[config.mk]
export PLATFORM = sky130hd
export DESIGN_NAME = pwm_shadowed
export DESIGN_NICKNAME = d
export VERILOG_FILES = /design/src/rtl/pwm_pkg.sv /design/src/rtl/pwm_div.sv /design/src/rtl/pwm_shadow.sv /design/src/rtl/pwm_fsm.sv /design/src/rtl/pwm_shadowed.sv
export SDC_FILE = /design/constraint.sdc
export NUM_CORES = 1
export LEC_CHECK = 0
export ABC_CLOCK_PERIOD_IN_PS = 4200
export BUFFER_PORTS_ARGS = -buffer_cell sky130_fd_sc_hd__buf_4
export CAP_MARGIN = 20
export CORE_MARGIN = 2
export CORE_UTILIZATION = 25
export DETAILED_ROUTE_END_ITERATION = 10
export PLACE_DENSITY = 0.38
export SLEW_MARGIN = 10
export SYNTH_ARGS = -nofsm -noshare
export SYNTH_HDL_FRONTEND = slang
export SYNTH_SLANG_ARGS = --single-unit
[constraint.sdc]
create_clock -name clk -period 4.2 [get_ports clk]
set_clock_uncertainty 0.2 [all_clocks]
set_input_delay 1.05 -clock clk [delete_from_list [all_inputs] [get_ports clk]]
set_output_delay 1.05 -clock clk [all_outputs]
set_load 0.1 [all_outputs]
[src/rtl/pwm_pkg.sv]
package pwm_pkg;
    typedef enum logic [1:0] {
        S_OFF   = 2'd0,
        S_PULSE = 2'd1,
        S_REST  = 2'd2,
        S_HALT  = 2'd3
    } pwm_state_t;

    localparam logic [1:0] SEL_PRE = 2'd0;
    localparam logic [1:0] SEL_WID = 2'd1;
    localparam logic [1:0] SEL_PER = 2'd2;
endpackage

[src/rtl/pwm_div.sv]
module pwm_div #(
    parameter int PRE_W = 16
) (
    input  logic             clk,
    input  logic             rst_n,
    input  logic             active,
    input  logic [PRE_W-1:0] pre,
    output logic             tick
);
    logic             half_q;
    logic [PRE_W-1:0] pcnt_q;

    // Fixed divide-by-two stage, then the programmable divide by pre+1.
    always_ff @(posedge clk or negedge rst_n) begin
        if (!rst_n) begin
            half_q <= 1'b0;
            pcnt_q <= '0;
        end else if (!active) begin
            half_q <= 1'b0;
            pcnt_q <= '0;
        end else if (half_q) begin
            half_q <= 1'b0;
            pcnt_q <= (pcnt_q == pre) ? '0 : pcnt_q + 1'b1;
        end else begin
            half_q <= 1'b1;
        end
    end

    always_comb tick = active && half_q && (pcnt_q == pre);

    AST_TICK_SPACED: assert property (@(posedge clk) disable iff (!rst_n)
        tick |=> !tick);
    AST_DIV_IDLE: assert property (@(posedge clk) disable iff (!rst_n)
        !active |=> (pcnt_q == '0) && !half_q);
endmodule

[src/rtl/pwm_shadow.sv]
module pwm_shadow #(
    parameter int PRE_W = 16,
    parameter int CNT_W = 8
) (
    input  logic             clk,
    input  logic             rst_n,
    input  logic             wr_en,
    input  logic [1:0]       wr_sel,
    input  logic [PRE_W-1:0] wr_data,
    input  logic             load,
    output logic [CNT_W-1:0] stg_wid,
    output logic [CNT_W-1:0] stg_per,
    output logic [PRE_W-1:0] work_pre,
    output logic [CNT_W-1:0] work_wid,
    output logic [CNT_W-1:0] work_per
);
    import pwm_pkg::*;

    logic [PRE_W-1:0] stg_pre;

    // Staged copies, written by software at any time.
    always_ff @(posedge clk or negedge rst_n) begin
        if (!rst_n) begin
            stg_pre <= '0;
            stg_wid <= '0;
            stg_per <= '0;
        end else if (wr_en) begin
            unique case (wr_sel)
                SEL_PRE: stg_pre <= wr_data;
                SEL_WID: stg_wid <= wr_data[CNT_W-1:0];
                SEL_PER: stg_per <= wr_data[CNT_W-1:0];
                default: ;
            endcase
        end
    end

    // Working copies, all three taken together on a load pulse.
    always_ff @(posedge clk or negedge rst_n) begin
        if (!rst_n) begin
            work_pre <= '0;
            work_wid <= '0;
            work_per <= '0;
        end else if (load) begin
            work_pre <= stg_pre;
            work_wid <= stg_wid;
            work_per <= stg_per;
        end
    end

    AST_WORK_HOLD: assert property (@(posedge clk) disable iff (!rst_n)
        !load |=> $stable(work_pre) && $stable(work_wid) && $stable(work_per));
    AST_LOAD_COPIES: assert property (@(posedge clk) disable iff (!rst_n)
        load |=> (work_wid == $past(stg_wid)) && (work_per == $past(stg_per)));
endmodule

[src/rtl/pwm_fsm.sv]
module pwm_fsm #(
    parameter int CNT_W = 8
) (
    input  logic             clk,
    input  logic             rst_n,
    input  logic             chan_en,
    input  logic             invert,
    input  logic             tick,
    input  logic [CNT_W-1:0] stg_wid,
    input  logic [CNT_W-1:0] stg_per,
    input  logic [CNT_W-1:0] work_wid,
    input  logic [CNT_W-1:0] work_per,
    output logic             active,
    output logic             load,
    output logic             pwm_out
);
    import pwm_pkg::*;

    pwm_state_t       state_q, state_d;
    logic [CNT_W-1:0] cnt_q, cnt_d;
    logic [CNT_W:0]   cnt_inc;
    logic             at_end;

    function automatic pwm_state_t pick(input logic [CNT_W-1:0] wid,
                                        input logic [CNT_W-1:0] per,
                                        input logic [CNT_W:0]   c);
        if (per == '0)
            return S_HALT;
        else if (c < {1'b0, wid})
            return S_PULSE;
        else
            return S_REST;
    endfunction

    always_comb begin
        cnt_inc = {1'b0, cnt_q} + 1'b1;
        at_end  = (cnt_q == work_per);
        state_d = state_q;
        cnt_d   = cnt_q;
        load    = 1'b0;
        if (!chan_en) begin
            state_d = S_OFF;
            cnt_d   = '0;
        end else begin
            unique case (state_q)
                S_OFF: begin
                    load    = 1'b1;
                    cnt_d   = '0;
                    state_d = pick(stg_wid, stg_per, '0);
                end
                S_PULSE, S_REST: begin
                    if (tick) begin
                        if (at_end) begin
                            load    = 1'b1;
                            cnt_d   = '0;
                            state_d = pick(stg_wid, stg_per, '0);
                        end else begin
                            cnt_d   = cnt_inc[CNT_W-1:0];
                            state_d = pick(work_wid, work_per, cnt_inc);
                        end
                    end
                end
                S_HALT: begin
                    cnt_d = '0;
                    if (tick) begin
                        load    = 1'b1;
                        state_d = pick(stg_wid, stg_per, '0);
                    end
                end
                default: state_d = S_OFF;
            endcase
        end
    end

    always_ff @(posedge clk or negedge rst_n) begin
        if (!rst_n) begin
            state_q <= S_OFF;
            cnt_q   <= '0;
        end else begin
            state_q <= state_d;
            cnt_q   <= cnt_d;
        end
    end

    always_comb begin
        active  = (state_q != S_OFF);
        pwm_out = (state_q == S_PULSE) ^ invert;
    end

    AST_OFF_WHEN_LOW: assert property (@(posedge clk) disable iff (!rst_n)
        !chan_en |=> (state_q == S_OFF) && (cnt_q == '0));
    AST_PULSE_BELOW_WIDTH: assert property (@(posedge clk) disable iff (!rst_n)
        (state_q == S_PULSE) |-> (cnt_q < work_wid));
    AST_REST_AT_WIDTH: assert property (@(posedge clk) disable iff (!rst_n)
        (state_q == S_REST) |-> (cnt_q >= work_wid));
    AST_CNT_IN_PERIOD: assert property (@(posedge clk) disable iff (!rst_n)
        (state_q == S_PULSE || state_q == S_REST) |-> (cnt_q <= work_per));
    AST_HALT_ZERO: assert property (@(posedge clk) disable iff (!rst_n)
        (state_q == S_HALT) |-> (cnt_q == '0) && (work_per == '0));
    AST_CNT_STILL: assert property (@(posedge clk) disable iff (!rst_n)
        (chan_en && !tick && state_q != S_OFF) |=> $stable(cnt_q));
endmodule

[src/rtl/pwm_shadowed.sv]
module pwm_shadowed #(
    parameter int PRE_W = 16,
    parameter int CNT_W = 8
) (
    input  logic             clk,
    input  logic             rst_n,
    input  logic             wr_en,
    input  logic [1:0]       wr_sel,
    input  logic [PRE_W-1:0] wr_data,
    input  logic             chan_en,
    input  logic             invert,
    output logic             pwm_out
);
    logic             tick, active, load;
    logic [CNT_W-1:0] stg_wid, stg_per, work_wid, work_per;
    logic [PRE_W-1:0] work_pre;

    pwm_shadow #(.PRE_W(PRE_W), .CNT_W(CNT_W)) u_shadow (
        .clk(clk), .rst_n(rst_n), .wr_en(wr_en), .wr_sel(wr_sel),
        .wr_data(wr_data), .load(load),
        .stg_wid(stg_wid), .stg_per(stg_per),
        .work_pre(work_pre), .work_wid(work_wid), .work_per(work_per)
    );

    pwm_div #(.PRE_W(PRE_W)) u_div (
        .clk(clk), .rst_n(rst_n), .active(active), .pre(work_pre), .tick(tick)
    );

    pwm_fsm #(.CNT_W(CNT_W)) u_fsm (
        .clk(clk), .rst_n(rst_n), .chan_en(chan_en), .invert(invert),
        .tick(tick), .stg_wid(stg_wid), .stg_per(stg_per),
        .work_wid(work_wid), .work_per(work_per),
        .active(active), .load(load), .pwm_out(pwm_out)
    );

    AST_DISABLED_LEVEL: assert property (@(posedge clk) disable iff (!rst_n)
        !chan_en |=> (pwm_out == invert));
endmodule

# After elaboration in Yosys (flattened, before gate mapping)
# Index checks and enable logic that the tools add are counted.
dict set report op_classes {
  n_addsub 2
  n_lt_le_gt_ge 2
  n_eq_ne 10
  mux 23
  n_bitwise 1
  n_reduce_logical 13
}
# cell count
set op_table {}
lappend op_table {{$mux W16} 3}
lappend op_table {{$mux W8} 3}
lappend op_table {{$add A16 B1 Y16 const B} 1}
lappend op_table {{$eq A16 B16 Y1} 1}
lappend op_table {{$logic_not A8 Y1} 2}
lappend op_table {{$mux W2} 8}
lappend op_table {{$pmux W8 S2} 1}
lappend op_table {{$add A8 B1 Y9 const B} 1}
lappend op_table {{$lt A9 B8 Y1} 1}
lappend op_table {{$eq A8 B8 Y1} 1}
lappend op_table {{$lt A1 B8 Y1 const A} 1}
lappend op_table {{$reduce_and A2 Y1} 4}
lappend op_table {{$eq A2 B2 Y1 const B} 3}
lappend op_table {{$mux W1} 6}
lappend op_table {{$ne A3 B3 Y1 const B} 2}
lappend op_table {{$pmux W2 S3} 1}
lappend op_table {{$eq A2 B1 Y1 const B} 2}
lappend op_table {{$logic_not A2 Y1} 2}
lappend op_table {{$reduce_or A2 Y1} 2}
lappend op_table {{$pmux W1 S3} 1}
lappend op_table {{$logic_and A1 B1 Y1} 2}
lappend op_table {{$ne A2 B2 Y1 const B} 1}
lappend op_table {{$reduce_bool A2 Y1} 1}
lappend op_table {{$xor A1 B1 Y1} 1}
dict set report totals {
  regBits 91
  inputBits 23
  out_inout_bits 1
  wordCells 61
}

# Depth between registers and ports, before layout
dict set report logic_depth {
  ltp_word 8
  ltp_mapped 11
  ltp_nobuf 11
}

# Cells and area by module
# From an unflattened synthesis, not the netlist that was laid out.
dict set report unflattened {
  cells_unflattened 378
  hier_area_um2 4560.6
}
# mod instances cells_per_inst area_each_um2 seq_area_each_um2
set by_module_without_submodules {}
lappend by_module_without_submodules {pwm_shadow 1 136 2386.0 1601.5}
lappend by_module_without_submodules {pwm_div 1 134 1172.4 425.4}
lappend by_module_without_submodules {pwm_fsm 1 108 1002.2 250.2}

# Worst setup path after synthesis
# Ideal clock, no wire load.
dict set report synth_timing {
  path_type {input-to-output}
  from {in invert}
  to {out pwm_out}
  arrival_ps 2466
  required_ps 2950
  slack_ps 484
  stages 1
  path_buffers 0
  cell_sequence {xor2_1}
}
dict set report synth_via {
  elab_chain_cells 1
}
# item line_no
set synth_rtl {}
lappend synth_rtl {{from (decl)} pwm_shadowed.sv:11} ;# input logic invert,
lappend synth_rtl {{$xor A1 B1 Y1} pwm_fsm.sv:87} ;# pwm_out = (state_q == S_PULSE) ^ invert;
lappend synth_rtl {{to (decl)} pwm_shadowed.sv:12} ;# output logic pwm_out
# No other way between the ends.

# Worst setup path in the final report
dict set report layout_timing {
  from {reg u_fsm.cnt_q[3]}
  to {reg u_shadow.work_pre[15]}
}
dict set report layout_via {
  elab_chain_cells 5
}
# item line_no
set layout_rtl {}
lappend layout_rtl {{from (decl)} pwm_fsm.sv:20} ;# logic [CNT_W-1:0] cnt_q, cnt_d;
lappend layout_rtl {{from (signal assigned)} pwm_fsm.sv:81} ;# cnt_q <= cnt_d;
lappend layout_rtl {{$eq A8 B8 Y1} pwm_fsm.sv:37} ;# at_end = (cnt_q == work_per);
lappend layout_rtl {{$mux W1} pwm_fsm.sv:53} ;# if (at_end) begin
lappend layout_rtl {{$mux W1} pwm_fsm.sv:52} ;# if (tick) begin
lappend layout_rtl {{$pmux W1 S3} pwm_fsm.sv:45} ;# unique case (state_q)
lappend layout_rtl {{$mux W1} pwm_fsm.sv:41} ;# if (!chan_en) begin
lappend layout_rtl {{to (signal assigned)} pwm_shadow.sv:44} ;# work_pre <= stg_pre;
lappend layout_rtl {{to (decl)} pwm_shadow.sv:13} ;# output logic [PRE_W-1:0] work_pre,
# No other way between the ends.
# A chain may end at the register's enable or synchronous reset.

==> metrics.cfg <==
[power]
pwr-share-seq_pct = 43.2
ir_drop_mv = 0.2425
internal-power_mw = 2.037
clkPwrFrac_pct = 27.6
switchingPower_mw = 0.9720
leakage_nw = 2.242
p_per_area_nw_per_um2 = 576.9
combPwrFrac_pct = 29.2
switching_share_pct = 32.30

[finish]
area_delta_synth_final_pct = 16.35
antenna_cells = 0
drive_above_1_share_pct = 27.70
nets = 441

[route]
vias = 3001
via_per_inst = 4.741
first_pass_iters = 4
wirelength_microns = 10330
drc = 0
wl_per_cell_microns = 16.31
initialDrtViolationCount = 166
ant_nets = 0

[clock_tree]
cts_tree = yes
clock_insertion_delay_worst_skew_ns = 0.35
cts_made_buffers = 9
clk_pin_slew_ns = 0.06
post-cts-setup-buffers = 0
post_cts_resized = 0
clockBufferDepth = 2
cts_hold_buffers = 0
htree_levels = 3
numClockSinks = 91
root_buffer = clkbuf_16

[global_route]
grt_usage_pct = 11.89
grt_pass1_wl_microns = 17070
antenna_found_initial = 0
grt_max_degree = 53
grt_pass1_vias = 3028
grt_overflow = 0

[logic_synthesis]
synth_seq_cells = 91
yosys.area.top_type = dfrtp_1
syn-cell-area_sq_um = 4483
ys_types = 46
synth_flop_cell = dfrtp_1
yosysWarnings = 0
yosys-top-cells-area = dfrtp_1 (51%), mux2_2 (16%), xor2_1 (5.3%), ha_1 (3.6%), a31oi_1 (3.1%)
yosysTopAreaCellShare_pct = 50.80
synth_edf_count = 0
ys_async_sr_fraction_pct = 100.0
synthCells = 378
avgSynthCellArea_sq_um = 11.86
ys_seq_area_share_pct = 50.80
syn_nets = 414

[setup_path]
worstPathCellList = xor2_1 -> nor4_1 -> a31oi_1 -> o31ai_4 -> buf_4 -> mux2_2
r2r_setup_slack_ns = 1.21
r2r_end = u_shadow.work_pre[15]
r2r-start = u_fsm.cnt_q[3]
crit_required_ns = 4.23
crit_path_max_incr_delay_ns = 0.73
end_kind = register
worstPathArrival_ns = 3.02
crit_fanout = 32
cp_slowest_cell = nor4_1
start_kind = register
criticalPathCategory = register to register
r2r_cells = 6

[placement]
place_congestion = 0.8104
hpwl_microns = 7466
port-buffer-count = 23
post-place-ws_ns = 1.258

[timing]
period_needed_ns = 2.987
finalCritPeriodShare_pct = 71.12
slew_violations = 0
setup_viol = 0
fmax_ghz = 0.3348
worst_pin_slew_ns = 0.8152
setup_slack_ns = 1.213
grt_setup_unrepaired = no
slew_headroom_pct = 45.16
hold_violations = 0
tns_ns = 0

[die]
core_area_sq_um = 17420
boundaryPins = 24
start_util_pct = 25.74
fp-row-count = 48
dieWidth_microns = 137.9
dieArea_sq_um = 19020
fp.dieH_microns = 137.9

[run_status]
status = complete, no violations

[hold_path]
hold-path-endpoint = u_shadow.work_pre[1]
hold_class = register to register
min-delay-start = u_shadow.stg_pre[1]
hold_path_depth = 1

[run]
drv_cap = 0

==> metrics by stage <==
| stage | power [mW] | hold slack [ns] | util [%] | cells | instance area [sq um] |
|---|---|---|---|---|---|
| 2_1_floorplan | 1.953 | 0.2602 | - | 378 | 4483 |
| 3_3_place_gp | 2.196 | 0.2792 | 28.22 | 619 | 4915 |
| 3_5_place_dp | 2.209 | 0.2761 | 28.22 | 619 | 4915 |
| 4_1_cts | 3.057 | 0.2901 | 29.95 | 633 | 5216 |
| 5_1_grt | 3.210 | 0.3228 | 29.95 | 633 | 5216 |
| 6_report | 3.009 | 0.2848 | 29.95 | 633 | 5216 |
==> worst max-delay path, delay by kind of cell (launching register included) <==
kind                      cells  cell delay (ns)
and+or+nand+nor               1             0.73
xor gates and xnor gates      1             0.17
buffers and inverters         1             0.43
muxes                         1             0.39
AOI/OAI and AO/OA             2             0.49
DFF                           1             0.45
==> layout by cell type, fill, tap and decap left out, drive strengths merged, types with 8 or more instances in the layout <==
cell | Yosys | layout
ha | 13 | 13
mux2 | 64 | 64
o21ai | 13 | 13
inv | 21 | 21
buf | 4 | 29
nor4 | 13 | 13
dfrtp | 91 | 91
nand4 | 8 | 8
or3 | 9 | 9
nand2 | 18 | 18
xor2 | 27 | 27
nand3 | 11 | 11
a31oi | 22 | 22
clkbuf | 9 | 12
==> power groups by stage <==
stage	Sequential, mW	Combinational, mW	Clock [mW]
after global placement	1.32	0.878	0
final	1.30	0.879	0.830
after floorplan	1.25	0.703	0
after detailed placement	1.32	0.885	0
after CTS	1.31	0.891	0.860
after global routing	1.34	0.972	0.898
==> cell usage after synthesis, types with 3 or more instances <==
cell,instances
a21boi_0,3
a21o_1,3
a21oi_1,5
a31oi_1,22
and3_1,3
and4_1,3
buf_6,3
clkbuf_1,9
dfrtp_1,91
ha_1,13
inv_1,21
mux2_2,63
mux2i_1,3
nand2_1,18
nand3_1,11
nand4_1,7
nor2_1,4
nor4_1,12
o21ai_0,13
or3_1,9
or4_1,3
xnor2_1,3
xor2_1,27
==> registers in the layout, indices dropped and copies added, names as in the netlist <==
register and flops:
u_div.half_q 1, u_fsm.state_q 2, u_fsm.cnt_q 8, u_shadow.stg_wid 8, u_shadow.work_per 8, u_shadow.stg_per 8
u_div.pcnt_q 16, u_shadow.work_wid 8, u_shadow.work_pre 16, u_shadow.stg_pre 16
==> layer usage <==
| metal | wire (microns) | share of wire [%] | vias up | global-route usage, % |
|---|---|---|---|---|
| met1 | 5581 | 54 | 1490 | 17.73 |
| met3 | 190 | 1.8 | 14 | 1.462 |
| li1 | - | - | 1454 | - |
| met2 | 4321 | 42 | 43 | 16.78 |
| met4 | 234 | 2.3 | 0 | 6.009 |
| met5 | 0 | 0 | - | 0 |
==> cell families (layout without fill, tap and decap cells) <==
family	count (synthesis)	count (layout)	share of synthesized area [%]
multiplexers	67	67	16.75
adder cells (fa/ha/maj)	13	13	3.628
XOR/XNOR	30	30	5.861
AND/OR/NAND/NOR	82	82	10.47
flip-flops	91	91	50.80
AO/OA/AOI/OAI	60	60	9.043
buffers and inverters	35	65	3.461
==> layout make-up <==
cell class / count / area [sq um]
Timing Repair Buffer: 29 / 217.7
Multi-Input combinational cell: 252 / 2056
Sequential cell: 91 / 2277
Clock inverter: 2 / 35.03
Fill cell: 1811 / 12200
Inverter: 22 / 82.58
Clock buffer: 12 / 266.5
Tap cell: 225 / 281.5
==> worst max-delay path by stage <==
stage / startpoint / endpoint / slack (ns)
finish: u_fsm.cnt_q[3] / u_shadow.work_pre[15] / 1.21
global route: u_fsm.cnt_q[3] / u_shadow.work_per[3] / 1.10
CTS: u_fsm.cnt_q[3] / u_shadow.work_wid[5] / 1.23
detailed placement: u_fsm.cnt_q[3] / u_shadow.work_wid[5] / 1.26
global placement: u_fsm.cnt_q[3] / u_shadow.work_pre[8] / 1.19
floorplan: invert / pwm_out / 0.48
Note: power is estimated with default switching activity, not from simulation.
